$ cat config.mk
export PLATFORM = sky130hd
export DESIGN_NAME = mem_access_guard
export DESIGN_NICKNAME = d
export VERILOG_FILES = /design/src/rtl/mag_pkg.sv /design/src/rtl/mag_kind_check.sv /design/src/rtl/mag_region_check.sv /design/src/rtl/mem_access_guard.sv
export SDC_FILE = /design/constraint.sdc
export NUM_CORES = 1
export LEC_CHECK = 0
export CORE_UTILIZATION = 47
export DETAILED_ROUTE_END_ITERATION = 10
export GPL_TIMING_DRIVEN = 0
export PLACE_DENSITY = 0.85
export SYNTH_ARGS = -nofsm -noshare
export SYNTH_HDL_FRONTEND = slang
export SYNTH_SLANG_ARGS = --single-unit
$ cat constraint.sdc
create_clock -name clk -period 7 [get_ports clk]
set_clock_uncertainty 0.15 [all_clocks]
set_input_delay 1.4 -clock clk [delete_from_list [all_inputs] [get_ports clk]]
set_output_delay 1.4 -clock clk [all_outputs]
set_load 0.03 [all_outputs]
$ cat src/rtl/mag_pkg.sv
// Shared types and helpers for the memory access protection checker.
// Assumes a 32-bit address space; window bounds are fixed constants.
package mag_pkg;
    localparam int ADDR_W   = 32;
    localparam int SIZE_W   = 3;
    localparam int MAX_LOG2 = 4;   // largest access is 2**MAX_LOG2 bytes

    typedef logic [ADDR_W-1:0] addr_t;

    typedef enum logic [1:0] {
        KIND_READ  = 2'd0,
        KIND_WRITE = 2'd1,
        KIND_FETCH = 2'd2,
        KIND_NONE  = 2'd3
    } kind_e;

    typedef enum logic [1:0] {
        VAR_A    = 2'd0,
        VAR_B    = 2'd1,
        VAR_C    = 2'd2,
        VAR_NONE = 2'd3
    } variant_e;

    typedef struct packed {
        logic misalign;
        logic acc_err;
        logic acc_exc;
        logic store_err;
    } fault_t;

    // Inclusive window membership test.
    function automatic logic in_win(input addr_t a, input addr_t lo, input addr_t hi);
        return (a >= lo) && (a <= hi);
    endfunction

    // Size code to alignment mask; codes past MAX_LOG2 saturate.
    function automatic addr_t size_to_mask(input logic [SIZE_W-1:0] code);
        addr_t m;
        if (int'(code) >= MAX_LOG2) m = addr_t'((1 << MAX_LOG2) - 1);
        else                        m = addr_t'((1 << code) - 1);
        return m;
    endfunction
endpackage

$ cat src/rtl/mag_kind_check.sv
// First stage: rules chosen by access kind and core variant.
// Purely combinational. May realign the address; the result feeds the
// shared region stage for data accesses. Fetches finish here.
module mag_kind_check
    import mag_pkg::*;
(
    input  addr_t    addr_i,
    input  addr_t    mask_i,
    input  kind_e    kind_i,
    input  variant_e variant_i,
    input  logic     ram_en_i,
    output addr_t    addr_o,
    output fault_t   flt_o
);
    logic is_data;
    logic is_write;
    logic mis;
    addr_t aligned;

    assign is_data  = (kind_i == KIND_READ) || (kind_i == KIND_WRITE);
    assign is_write = (kind_i == KIND_WRITE);
    assign mis      = |(addr_i & mask_i);
    assign aligned  = addr_i & ~mask_i;

    // Per-variant rule evaluation.
    always_comb begin
        logic hit;
        addr_o = addr_i;
        flt_o  = '0;
        hit    = 1'b0;
        unique case (variant_i)
            VAR_A: begin
                if (kind_i == KIND_FETCH) begin
                    if (mis) begin
                        flt_o.acc_err = 1'b1;
                        addr_o        = aligned;
                    end else if (in_win(addr_i, 32'hFE80_0000, 32'hFEFF_FFFF)) begin
                        flt_o.acc_err = 1'b1;
                    end
                end else if (is_data) begin
                    hit = (mask_i == addr_t'(7)) &&
                          in_win(addr_i, 32'hFE80_0000, 32'hFEFF_FFFF);
                end
            end
            VAR_B: begin
                if (kind_i != KIND_NONE) begin
                    flt_o.misalign = mis;
                    addr_o         = aligned;
                    hit = in_win(aligned, 32'hFE80_0000, 32'hFEFE_FFFF) ||
                          in_win(aligned, 32'hFEFF_0600, 32'hFEFF_7FFF);
                    if (kind_i == KIND_FETCH) begin
                        if (hit)
                            flt_o.acc_err = 1'b1;
                        else if (in_win(aligned, 32'hFE00_4000, 32'hFE7F_FFFF))
                            flt_o.acc_exc = 1'b1;
                        else if (!ram_en_i && in_win(aligned, 32'hFE00_0000, 32'hFE00_3FFF))
                            flt_o.acc_exc = 1'b1;
                        hit = 1'b0;
                    end
                end
            end
            VAR_C: begin
                if (kind_i == KIND_FETCH) begin
                    addr_o = aligned;
                    if (in_win(aligned, 32'hFE80_0000, 32'hFEFF_FFFF))
                        flt_o.acc_err = 1'b1;
                    else if (in_win(aligned, 32'hFE00_8000, 32'hFE7F_FFFF))
                        flt_o.acc_exc = 1'b1;
                    else if (!ram_en_i && in_win(aligned, 32'hFE00_0000, 32'hFE00_7FFF))
                        flt_o.acc_exc = 1'b1;
                end else if (is_data) begin
                    hit = in_win(addr_i, 32'hFE80_0000, 32'hFEFE_FFFF) ||
                          ((mask_i > addr_t'(3)) &&
                           in_win(addr_i, 32'hFEFF_0000, 32'hFEFF_FFFF));
                end
            end
            default: ;
        endcase
        if (is_data && hit) begin
            if (is_write) flt_o.store_err = 1'b1;
            else          flt_o.acc_err   = 1'b1;
        end
    end
endmodule

$ cat src/rtl/mag_region_check.sv
// Second stage: region check shared by data reads and writes.
// Combinational; disabled (pass-through, no flags) when en_i is low.
module mag_region_check
    import mag_pkg::*;
(
    input  logic     en_i,
    input  addr_t    addr_i,
    input  addr_t    mask_i,
    input  variant_e variant_i,
    input  logic     ram_en_i,
    input  logic     align_exc_mask_i,
    output addr_t    addr_o,
    output fault_t   flt_o
);
    // Per-variant shared region rules.
    always_comb begin
        addr_o = addr_i;
        flt_o  = '0;
        if (en_i) begin
            unique case (variant_i)
                VAR_A: begin
                    if (|(addr_i & mask_i)) begin
                        flt_o.acc_err = !align_exc_mask_i;
                        addr_o        = addr_i & ~mask_i;
                    end
                end
                VAR_B: begin
                    flt_o.acc_exc = in_win(addr_i, 32'hFE00_0000, 32'hFE7F_FFFF);
                end
                VAR_C: begin
                    if (in_win(addr_i, 32'hFE00_0000, 32'hFE3F_FFFF) ||
                        in_win(addr_i, 32'hFE40_8000, 32'hFE7F_FFFF))
                        flt_o.acc_exc = 1'b1;
                    else if (!ram_en_i && in_win(addr_i, 32'hFE40_0000, 32'hFE40_7FFF))
                        flt_o.acc_exc = 1'b1;
                end
                default: ;
            endcase
        end
    end
endmodule

$ cat src/rtl/mem_access_guard.sv
// Top: chains the kind stage and shared region stage, then registers
// the corrected address and merged fault flags with a one-cycle strobe.
// Assumes inputs are stable around the clock edge; synchronous reset.
module mem_access_guard
    import mag_pkg::*;
(
    input  logic              clk,
    input  logic              rst_n,
    input  logic              in_valid,
    input  logic [31:0]       addr,
    input  logic [2:0]        size_code,
    input  logic [1:0]        kind,
    input  logic [1:0]        variant,
    input  logic              ram_en,
    input  logic              align_exc_mask,
    output logic              out_valid,
    output logic [31:0]       out_addr,
    output logic              flt_misalign,
    output logic              flt_acc_err,
    output logic              flt_acc_exc,
    output logic              flt_store_err
);
    kind_e    kind_q;
    variant_e var_q;
    addr_t    mask;
    addr_t    stage1_addr;
    addr_t    stage2_addr;
    fault_t   stage1_flt;
    fault_t   stage2_flt;
    fault_t   merged;
    fault_t   flt_r;
    logic     shared_en;

    assign kind_q    = kind_e'(kind);
    assign var_q     = variant_e'(variant);
    assign mask      = size_to_mask(size_code);
    assign shared_en = (kind_q == KIND_READ) || (kind_q == KIND_WRITE);

    mag_kind_check u_kind (
        .addr_i    (addr),
        .mask_i    (mask),
        .kind_i    (kind_q),
        .variant_i (var_q),
        .ram_en_i  (ram_en),
        .addr_o    (stage1_addr),
        .flt_o     (stage1_flt)
    );

    mag_region_check u_region (
        .en_i             (shared_en),
        .addr_i           (stage1_addr),
        .mask_i           (mask),
        .variant_i        (var_q),
        .ram_en_i         (ram_en),
        .align_exc_mask_i (align_exc_mask),
        .addr_o           (stage2_addr),
        .flt_o            (stage2_flt)
    );

    assign merged = stage1_flt | stage2_flt;

    // Result register: strobe, address and flags for the accepted request.
    always_ff @(posedge clk) begin
        if (!rst_n) begin
            out_valid <= 1'b0;
            out_addr  <= '0;
            flt_r     <= '0;
        end else begin
            out_valid <= in_valid;
            flt_r     <= in_valid ? merged : '0;
            if (in_valid) out_addr <= stage2_addr;
        end
    end

    assign flt_misalign  = flt_r.misalign;
    assign flt_acc_err   = flt_r.acc_err;
    assign flt_acc_exc   = flt_r.acc_exc;
    assign flt_store_err = flt_r.store_err;
endmodule

==> metrics <==
status finished, final reports clean; 1st-iter DRT viols 117; CTS buffer count 5; sequential fraction of the synthesis area 35.49%; Crit Path Max Fanout 10; vias in the first global route 2053; Post-CTS Hold Fix Bufs 0; final std cells w/o fill 378; router iterations before antenna repair 4; FF+latch count, synth 37; Layout fillers 342; # resized after CTS 0; setup bufs post-CTS 0; post-synth top area share 35.49%; die width 68.64 um; die height 68.64 um; PnR Total Power 0.5130 mW; endpoint class of the critical path flop; Skew-Pair Late Insertion Delay 290 ps; clock root buffer clkbuf_8; Post-DP HPWL 4898 um; number of synthesized flops with an enable pin 0; die area 0.004711 mm2; Reg clk slew, reported paths 80 ps; GRT Total Usage 27.78%; Tmin final 3597 ps; largest net degree at the start of global routing 12; most common cell after layout, fill and taps aside clkdlybuf4s50_1; post-synthesis cell area 0.002087 mm2; Slew HR 65.79%; Final Util 72.46%; critical path class in2reg; slowest CP cell clkdlybuf4s50_1; layout net count 376; Worst Hold Class reg2reg; dpl cells 370; post-route setup slack 3403 ps; Peak Freq 0.2780 GHz; Min Hold Slack 316.1 ps; CTS max path bufs 2; setup TNS 0 ps; Synth Warn # 0; finished layout cell area 0.003003 mm2; ys async rst share 0%; pre-CTS WS 3087 ps; Setup Viol. Count Final 0; grt total ovfl 0; Critical Path RT 7030 ps; Leak 1.127 nW; TritonCTS clock tree built; Post-synth top flop dfxtp_1; Clock Sinks 37; Worst setup SP type primary input; initial antenna violation count 0; area of the multi-input gates 0.001227 mm2; ANT nets after route 0; Slew @ Worst Pin 513.2 ps; RePlAce Congestion 0.9325; unrepaired setup endpoints after global routing false; Slew Limit Fails 0; share of cells above drive strength 1 6.402%; synth top area cells dfxtp_1, a22o_1, a21boi_0; htree depth 2; Max Cap Violations 0; Yosys top cell by area dfxtp_1; Syn Nets 292; CP bufs+invs 3; area added between synthesis and finish 43.88%; Tcrit/Tclk final 51.39%; Sequential Area 740.7 um2; first-pass GRT wire length 9660 um; CP Cell Sequence clkdlybuf4s50_1 -> inv_1 -> ha_1 -> or3_4 -> or2_1 -> buf_2 -> nand3_1 -> nor2_1 -> o22ai_1 -> a21oi_1; delay of the slowest critical-path stage 510 ps; Avg Cell Area, Syn 8.588 um2; IO Count 81; Peak supply drop 0.08421 mV; Hold Vio Cnt, Final 0; most frequent cells in the layout clkdlybuf4s50_1, dfxtp_1, nand2_1, a22o_1; row count 23; DRC violations left 0; DR WL/cell 16.54 um; Initial Util 50.36%; placed instance area 0.002920 mm2; CP top delay family simple AND/OR/NAND/NOR gates; distinct cell type count after synthesis 56; total number of vias 2240; Crit path arrival time 3620 ps; ANT cells 0; CORE AREA 0.004144 mm2; final WL 6251 um; synthesized instance count 243; number of I/O port buffers 77; vias per cell 5.926; Pwr Density 170.8 mW/mm2
[layout make-up]
type / instances / share of cell area [%]
clock buffer: 6 / 2.417
clock inverter: 2 / 0.3333
sequential: 37 / 24.67
timing repair buffer: 77 / 25.67
tap: 50 / 2.083
buffer: 16 / 2.708
multi-input combinational: 180 / 40.88
inverter: 10 / 1.250
[worst paths after layout]
| kind | start | to | slack, ps | cells past startpoint |
|---|---|---|---|---|
| worst max-delay path | variant[0] | flt_acc_exc | 3400 | 10 |
| worst min-delay path | out_addr[1] | out_addr[1] | 320 | 2 |
| worst max register to register | out_addr[3] | out_addr[3] | 6080 | 3 |
| worst min register to register | out_addr[1] | out_addr[1] | 320 | 2 |
[state kept, by name, indices dropped and copies added (netlist names)]
signal	flops
flt_acc_err	1
out_addr	32
out_valid	1
flt_misalign	1
flt_store_err	1
flt_acc_exc	1
[routing by layer]
layer / GRT usage [%] / wire, um
met5: 0 / 0
met4: 9.115 / 121
met2: 46.08 / 2912
met3: 6.579 / 506
met1: 35.05 / 2710
[cells in the mapped netlist (3+ instances only)]
master and n:
a31oi_1 5, nand2b_1 12, a22o_1 17, o21ai_0 5
nor4_1 3, nand3_1 13, buf_2 5, or2_1 4
clkbuf_1 8, o211ai_1 5, o31a_1 3, nor3_1 6
and2_1 4, nor2b_1 6, a21boi_0 13, dfxtp_1 37
and3_1 3, inv_1 9, a21oi_1 11, o2111ai_1 3
nand4_1 3, nor2_1 8, ha_1 5, nand2_1 17
[tightest hold or removal path, stage by stage, from the launching register on]
cell	delay, ps
dfxtp_1	330
nand2_1	50
o21ai_0	60
[report_power, final]
group          leakage, nW  switching (mW)  internal [mW]
registers            0.303         0.00550          0.221
clock network       0.0450          0.0786         0.0691
logic                0.780          0.0744         0.0642
[logic make-up after synthesis]
kind of cell / count (synthesis) / synth area share, %
AOI/OAI and AO/OA: 85 / 30.94
adders and majority gates: 6 / 3.477
buffers and inverters: 26 / 5.695
and+or+nand+nor: 88 / 23.92
DFF: 37 / 35.49
muxes: 1 / 0.4796
No activity file was read; power rests on OpenSTA's default activity.
